## src/rtl/retire_pkg.sv

```systemverilog
package retire_pkg;
    typedef enum logic {
        ST_RUN  = 1'b0,
        ST_TRAP = 1'b1
    } rstate_e;
endpackage

```

## src/rtl/retire_entries.sv

```systemverilog
module retire_entries #(
    parameter int DEPTH = 8,
    parameter int FLAGS = 4,
    parameter int NWB   = 2,
    localparam int PW   = $clog2(DEPTH)
) (
    input  logic                        clk,
    input  logic                        rst_n,
    input  logic                        clr,
    input  logic                        alloc_we,
    input  logic                        alloc_pair,
    input  logic [PW-1:0]               tail,
    input  logic [PW-1:0]               head,
    input  logic [1:0]                  ret_cnt,
    input  logic [NWB-1:0]              wb_valid,
    input  logic [NWB*PW-1:0]           wb_idx,
    input  logic [NWB*FLAGS-1:0]        wb_exc,
    output logic [DEPTH-1:0]            ent_v,
    output logic [DEPTH-1:0]            ent_d,
    output logic [DEPTH-1:0]            ent_m,
    output logic [DEPTH-1:0][FLAGS-1:0] ent_exc
);
    logic [PW-1:0] head1, tail1;
    assign head1 = head + 1'b1;
    assign tail1 = tail + 1'b1;

    always_ff @(posedge clk) begin
        if (!rst_n || clr) begin
            ent_v   <= '0;
            ent_d   <= '0;
            ent_m   <= '0;
            ent_exc <= '0;
        end else begin
            for (int i = 0; i < DEPTH; i++) begin
                // retirement frees the oldest one or two slots
                if (ret_cnt != 2'd0 && PW'(i) == head) ent_v[i] <= 1'b0;
                if (ret_cnt == 2'd2 && PW'(i) == head1) ent_v[i] <= 1'b0;
                // completion only lands on live entries
                for (int w = 0; w < NWB; w++) begin
                    if (wb_valid[w] && wb_idx[w*PW +: PW] == PW'(i) && ent_v[i]) begin
                        ent_d[i]   <= 1'b1;
                        ent_exc[i] <= wb_exc[w*FLAGS +: FLAGS];
                    end
                end
                if (alloc_we && PW'(i) == tail) begin
                    ent_v[i]   <= 1'b1;
                    ent_d[i]   <= 1'b0;
                    ent_m[i]   <= alloc_pair;
                    ent_exc[i] <= '0;
                end
                if (alloc_we && alloc_pair && PW'(i) == tail1) begin
                    ent_v[i]   <= 1'b1;
                    ent_d[i]   <= 1'b0;
                    ent_m[i]   <= 1'b0;
                    ent_exc[i] <= '0;
                end
            end
        end
    end

    AST_DONE_NEEDS_LIVE: assert property (@(posedge clk) disable iff (!rst_n)
        (ret_cnt != 2'd0) |-> (ent_v[head] && ent_d[head]));
endmodule

```

## src/rtl/retire_select.sv

```systemverilog
module retire_select #(
    parameter int DEPTH = 8,
    parameter int FLAGS = 4,
    localparam int PW   = $clog2(DEPTH)
) (
    input  logic [PW-1:0]               head,
    input  logic [DEPTH-1:0]            ent_v,
    input  logic [DEPTH-1:0]            ent_d,
    input  logic [DEPTH-1:0]            ent_m,
    input  logic [DEPTH-1:0][FLAGS-1:0] ent_exc,
    input  logic [FLAGS-1:0]            exc_mask,
    output logic [1:0]                  ret_cnt,
    output logic                        trap_hit,
    output logic [PW-1:0]               trap_idx
);
    logic [PW-1:0] h1;
    logic          bypass, rdy0, rdy1, bad0, bad1;

    assign h1     = head + 1'b1;
    assign bypass = &exc_mask;
    assign rdy0   = ent_v[head] && ent_d[head];
    assign rdy1   = ent_v[h1] && ent_d[h1];
    assign bad0   = |(ent_exc[head] & ~exc_mask);
    assign bad1   = |(ent_exc[h1] & ~exc_mask);

    always_comb begin
        ret_cnt  = 2'd0;
        trap_hit = 1'b0;
        trap_idx = head;
        if (rdy0) begin
            if (bypass) begin
                ret_cnt = rdy1 ? 2'd2 : 2'd1;
            end else if (ent_m[head]) begin
                if (rdy1) begin
                    if (bad0 || bad1) trap_hit = 1'b1;
                    else              ret_cnt  = 2'd2;
                end
            end else if (bad0) begin
                trap_hit = 1'b1;
            end else if (rdy1 && !ent_m[h1] && !bad1) begin
                ret_cnt = 2'd2;
            end else begin
                ret_cnt = 2'd1;
            end
        end
    end
endmodule

```

## src/rtl/retire_pair_ctrl.sv

```systemverilog
module retire_pair_ctrl
    import retire_pkg::*;
#(
    parameter int DEPTH = 8,
    parameter int FLAGS = 4,
    parameter int NWB   = 2,
    localparam int PW   = $clog2(DEPTH)
) (
    input  logic                 clk,
    input  logic                 rst_n,
    input  logic                 flush,
    input  logic [FLAGS-1:0]     exc_mask,
    input  logic                 alloc_valid,
    input  logic                 alloc_pair,
    output logic                 alloc_ready,
    output logic [PW-1:0]        alloc_idx,
    input  logic [NWB-1:0]       wb_valid,
    input  logic [NWB*PW-1:0]    wb_idx,
    input  logic [NWB*FLAGS-1:0] wb_exc,
    output logic [1:0]           commit_cnt,
    output logic [PW-1:0]        commit_idx,
    output logic [FLAGS-1:0]     sticky_flags,
    output logic                 exc_req,
    output logic [PW-1:0]        exc_idx
);
    localparam int CW = PW + 1;

    rstate_e                    state_q, state_d;
    logic [PW-1:0]              head_q, tail_q, exc_idx_q, trap_idx;
    logic [CW-1:0]              count_q;
    logic [FLAGS-1:0]           sticky_q;
    logic [DEPTH-1:0]           ent_v, ent_d, ent_m;
    logic [DEPTH-1:0][FLAGS-1:0] ent_exc;
    logic [1:0]                 sel_cnt, add_cnt;
    logic                       trap_hit, trap_go, alloc_we, clr, run;
    logic [PW-1:0]              head1;

    assign head1 = head_q + 1'b1;

    retire_entries #(.DEPTH(DEPTH), .FLAGS(FLAGS), .NWB(NWB)) u_ent (
        .clk(clk), .rst_n(rst_n), .clr(clr),
        .alloc_we(alloc_we), .alloc_pair(alloc_pair),
        .tail(tail_q), .head(head_q), .ret_cnt(commit_cnt),
        .wb_valid(wb_valid), .wb_idx(wb_idx), .wb_exc(wb_exc),
        .ent_v(ent_v), .ent_d(ent_d), .ent_m(ent_m), .ent_exc(ent_exc)
    );

    retire_select #(.DEPTH(DEPTH), .FLAGS(FLAGS)) u_sel (
        .head(head_q), .ent_v(ent_v), .ent_d(ent_d), .ent_m(ent_m),
        .ent_exc(ent_exc), .exc_mask(exc_mask),
        .ret_cnt(sel_cnt), .trap_hit(trap_hit), .trap_idx(trap_idx)
    );

    // state register
    always_ff @(posedge clk) begin
        if (!rst_n) state_q <= ST_RUN;
        else        state_q <= state_d;
    end

    always_comb begin
        state_d = state_q;
        unique case (state_q)
            ST_RUN:  if (trap_go) state_d = ST_TRAP;
            ST_TRAP: state_d = ST_RUN;
        endcase
        if (flush) state_d = ST_RUN;
    end

    // outputs and handshakes
    always_comb begin
        run          = (state_q == ST_RUN);
        exc_req      = (state_q == ST_TRAP);
        exc_idx      = exc_idx_q;
        commit_cnt   = (run && !flush) ? sel_cnt : 2'd0;
        commit_idx   = head_q;
        trap_go      = run && trap_hit && !flush;
        alloc_ready  = run && ((CW'(DEPTH) - count_q) >= CW'(2));
        alloc_idx    = tail_q;
        alloc_we     = alloc_valid && alloc_ready && !flush;
        clr          = flush || trap_go;
        add_cnt      = alloc_we ? (alloc_pair ? 2'd2 : 2'd1) : 2'd0;
        sticky_flags = sticky_q;
    end

    always_ff @(posedge clk) begin
        if (!rst_n) begin
            head_q    <= '0;
            tail_q    <= '0;
            count_q   <= '0;
            exc_idx_q <= '0;
            sticky_q  <= '0;
        end else if (clr) begin
            head_q  <= '0;
            tail_q  <= '0;
            count_q <= '0;
            if (trap_go) exc_idx_q <= trap_idx;
        end else begin
            head_q  <= head_q + PW'(commit_cnt);
            tail_q  <= tail_q + PW'(add_cnt);
            count_q <= count_q - CW'(commit_cnt) + CW'(add_cnt);
            if (commit_cnt != 2'd0) sticky_q <= sticky_q | ent_exc[head_q]
                | ((commit_cnt == 2'd2) ? ent_exc[head1] : '0);
        end
    end

    AST_NO_OVERFLOW: assert property (@(posedge clk) disable iff (!rst_n)
        count_q <= CW'(DEPTH));
    AST_HELD_PAIR_WHOLE: assert property (@(posedge clk) disable iff (!rst_n)
        (!(&exc_mask) && ent_m[head_q] && commit_cnt != 2'd0) |-> (commit_cnt == 2'd2));
    AST_HOLD_PARTNER: assert property (@(posedge clk) disable iff (!rst_n)
        (!(&exc_mask) && ent_m[head_q] && !ent_d[head1]) |-> (commit_cnt == 2'd0));
    AST_TRAP_PULSE: assert property (@(posedge clk) disable iff (!rst_n)
        exc_req |=> !exc_req);
    AST_TRAP_EMPTY: assert property (@(posedge clk) disable iff (!rst_n)
        exc_req |-> (count_q == '0 && commit_cnt == 2'd0));
    AST_FLUSH_EMPTY: assert property (@(posedge clk) disable iff (!rst_n)
        flush |=> (count_q == '0 && !exc_req));
    AST_STICKY_KEEP: assert property (@(posedge clk) disable iff (!rst_n)
        ((sticky_q & $past(sticky_q)) == $past(sticky_q)));
endmodule

```

## config.mk

```make
export PLATFORM = sky130hd
export DESIGN_NAME = retire_pair_ctrl
export DESIGN_NICKNAME = d
export VERILOG_FILES = /design/src/rtl/retire_pkg.sv /design/src/rtl/retire_entries.sv /design/src/rtl/retire_select.sv /design/src/rtl/retire_pair_ctrl.sv
export SDC_FILE = /design/constraint.sdc
export NUM_CORES = 1
export LEC_CHECK = 0
export CAP_MARGIN = 5
export CORE_MARGIN = 2
export CORE_UTILIZATION = 55
export DETAILED_ROUTE_END_ITERATION = 8
export PLACE_DENSITY = 0.83
export SLEW_MARGIN = 10
export SYNTH_ARGS = -nofsm -noshare
export SYNTH_HDL_FRONTEND = slang
export SYNTH_SLANG_ARGS = --single-unit
```

## constraint.sdc

```tcl
create_clock -name clk -period 5.9 [get_ports clk]
set_clock_uncertainty 0.2 [all_clocks]
set_input_delay 0.885 -clock clk [delete_from_list [all_inputs] [get_ports clk]]
set_output_delay 0.885 -clock clk [all_outputs]
set_load 0.02 [all_outputs]
```

==> impl_metrics.py <==
metrics = {
    "die": {
        "die_h_um": 99.1,
        "die_area_um2": 9820,
        "rows": 34,
        "initial_core_util_pct": 56.8,
        "coreArea_um2": 8760,
        "ios": 42,
        "fp.dieW_um": 99.1,
    },
    "synthesis": {
        "synth_cell_types": 67,
        "syn_inst": 548,
        "synth_edf_count": 0,
        "yosysWarningCount": 0,
        "ys_seq_area_share_pct": 29.8,
        "avgSynthCellArea_um2": 9.08,
        "synth_seq_cells": 74,
        "synth_nets": 594,
        "synth_area_um2": 4970,
        "async_reset_ff_share_pct": 0,
        "synth_flop_cell": "dfxtp_1",
    },
    "hold_path": {
        "hold_depth": 2,
        "min_from": "exc_idx[2]",
        "min_to": "exc_idx[2]",
        "hold_class": "reg -> reg",
    },
    "worst_setup_path": {
        "critPathSlowestCell": "ha_1",
        "critical-path-top-delay-family": "adder cells",
        "crit_type": "reg -> out",
        "cp.arrival_ns": 4.27,
        "crit_start": "commit_idx[1]",
        "required_ns": 4.82,
        "cpPeakStageDelay_ns": 0.64,
        "path_buf_inv": 2,
        "path_cells": "ha_1 > ha_1 > mux4_2 > mux2i_1 > o32a_1 > and4_1 > a31oi_2 > inv_2 > clkdlybuf4s50_1",
        "r2r_slack_ns": 0.88,
        "cp-end-kind": "primary output",
        "rr_worst_depth": 16,
        "path_max_fanout": 15,
        "cp_common_cell": "ha_1",
        "r2r_end": "count_q[3]",
        "rr_startpoint": "commit_idx[0]",
        "cp-start-kind": "flip-flop",
    },
    "clock_tree": {
        "cts_buffer_depth": 2,
        "cts_resized": 0,
        "cts_buffers": 9,
        "cts.sinks": 74,
        "root_buffer": "clkbuf_8",
        "clkLatencyLatePin_ns": 0.36,
        "cts_setup_buffers": 0,
        "clkSlewWorstSetupHoldPaths_ns": 0.08,
        "htree_levels": 3,
        "cts_hold_buffers": 0,
        "cts_tree": "done",
    },
    "pwr": {
        "peakVddDrop_uv": 89.4,
        "leakage_nw": 2.11,
        "powerDensity_nw_per_um2": 181,
        "clock_power_share_pct": 40.9,
        "switchingPower_uw": 276,
        "p_comb_share_pct": 9.2,
        "pwr-share-seq_pct": 49.9,
        "intPower_uw": 739,
        "swShare_pct": 27.2,
    },
    "placement": {
        "hpwl_um": 10500,
        "io_buffers": 41,
        "place_ws_ns": 0.954,
        "gp_congestion": 1.01,
    },
    "finish": {
        "fin_util_pct": 63.9,
        "drive_gt1_share_pct": 11.2,
        "num_antenna_cells": 0,
        "fillers": 702,
        "layout_commonest_cell": "dfxtp_1",
        "multi_input_comb_area_um2": 3210,
        "ff_latch_area_um2": 1480,
        "nets": 621,
        "layout_common_cells": "73 x dfxtp_1, 71 x nor2_1, 60 x mux2i_1, 41 x clkdlybuf4s50_1, 36 x nand2_1",
        "area_growth_pct": 12.5,
    },
    "drt": {
        "dr.pass1.iters": 6,
        "vias": 4690,
        "drt_iter0_drc": 658,
        "ant_nets": 0,
        "wire_per_inst_um": 20.7,
        "routed_via_density": 6.82,
        "wirelength_um": 14200,
        "drc": 0,
    },
    "timing": {
        "period_needed_ns": 5.36,
        "drv_slew": 0,
        "relSlewSlack_pct": 27.5,
        "rsz0062_at_grt": "no",
        "timing.fmax_mhz": 187,
        "tightest_slew_ns": 1.08,
        "fin_setup_tns_ns": 0,
        "fin_ws_ns": 0.541,
        "setup_violations": 0,
        "period_share_pct": 90.8,
        "hold_viol_final": 0,
    },
    "status": {
        "outcome": "finished clean",
    },
    "global_routing": {
        "track_usage_pct": 29.5,
        "grt_pass1_vias": 4417,
        "overflow": 0,
        "grt_pass1_wl_um": 23000,
        "antenna_found_initial": 0,
        "grt_max_degree": 53,
    },
    "flow_run": {
        "maxCapViolCount": 0,
    },
}
[cell families after synthesis]
logic type / synth area share, %
and+or+nand+nor: 20.4
buffers and inverters: 5.66
DFF: 29.8
AOI/OAI and AO/OA: 17.0
xor gates and xnor gates: 0.880
muxes: 20.4
adders and majority gates: 5.89
[state kept, by name (all words and copies together), names as in the netlist]
name,cells
alloc_idx,3
commit_idx,3
count_q,4
exc_idx,3
exc_req,1
sticky_flags,4
u_ent.ent_d,8
u_ent.ent_exc,32
u_ent.ent_m,8
u_ent.ent_v,8
[worst min-delay path: cells and delay by family (launching register included)]
| kind | cells | cell delay, ns |
|---|---|---|
| AO/OA/AOI/OAI | 2 | 0.12 |
| flip-flops | 1 | 0.31 |
[metal layers]
metal	global-route usage [%]	vias to the layer above	wire length, µm
li1	-	2107	-
met1	41.3	2205	5730
met2	45.1	330	6420
met3	6.39	48	1700
met4	10.7	0	383
met5	0	-	0
[power groups by stage]
| stage | logic (mW) | registers (mW) | clock network (mW) |
|---|---|---|---|
| 2_1_floorplan | 0.0555 | 0.517 | 0 |
| 3_3_place_gp | 0.0884 | 0.518 | 0 |
| 3_5_place_dp | 0.0911 | 0.518 | 0 |
| 4_1_cts | 0.0917 | 0.506 | 0.414 |
| 5_1_grt | 0.100 | 0.507 | 0.438 |
| 6_report | 0.0937 | 0.506 | 0.414 |
[layout make-up]
type                            instances  area share (%)
Clock inverter                          7            1.39
Clock buffer                            9            2.21
Inverter                               27            1.81
Multi-Input combinational cell        415            57.4
Timing Repair Buffer                   48            8.27
Sequential cell                        74            26.5
Tap cell                              108            2.41
[worst max path at each step]
stage	end	depth (start not counted)
2_1_floorplan	count_q[3]	18
3_3_place_gp	count_q[3]	16
3_5_place_dp	count_q[3]	16
4_1_cts	commit_cnt[1]	10
5_1_grt	commit_cnt[1]	9
6_report	commit_cnt[1]	9
[per-stage QoR]
stage | hold WS [ns] | cell area (µm²) | std cells | power, mW
finish | 0.277 | 5600 | 688 | 1.01
global route | 0.307 | 5600 | 688 | 1.05
CTS | 0.281 | 5600 | 688 | 1.01
detailed placement | 0.270 | 5400 | 672 | 0.609
global placement | 0.253 | 5400 | 672 | 0.606
floorplan | 0.240 | 4970 | 548 | 0.572
[cell usage after synthesis, types with 8 or more instances]
library cell,number,area share (%)
mux4_2,16,7.2
a211oi_1,8,1.2
nand2_1,37,2.8
mux2i_1,60,12
ha_1,17,4.3
buf_1,8,0.60
nand3_1,24,2.4
dfxtp_1,74,30
inv_1,23,1.7
a21oi_1,12,1.2
nor2b_1,10,1.3
nor2_1,71,5.4
nor3_1,21,2.1
a2111oi_0,16,2.8
o21ai_0,12,1.2
clkbuf_1,11,0.83
Note: power is estimated with default switching activity, not from simulation.
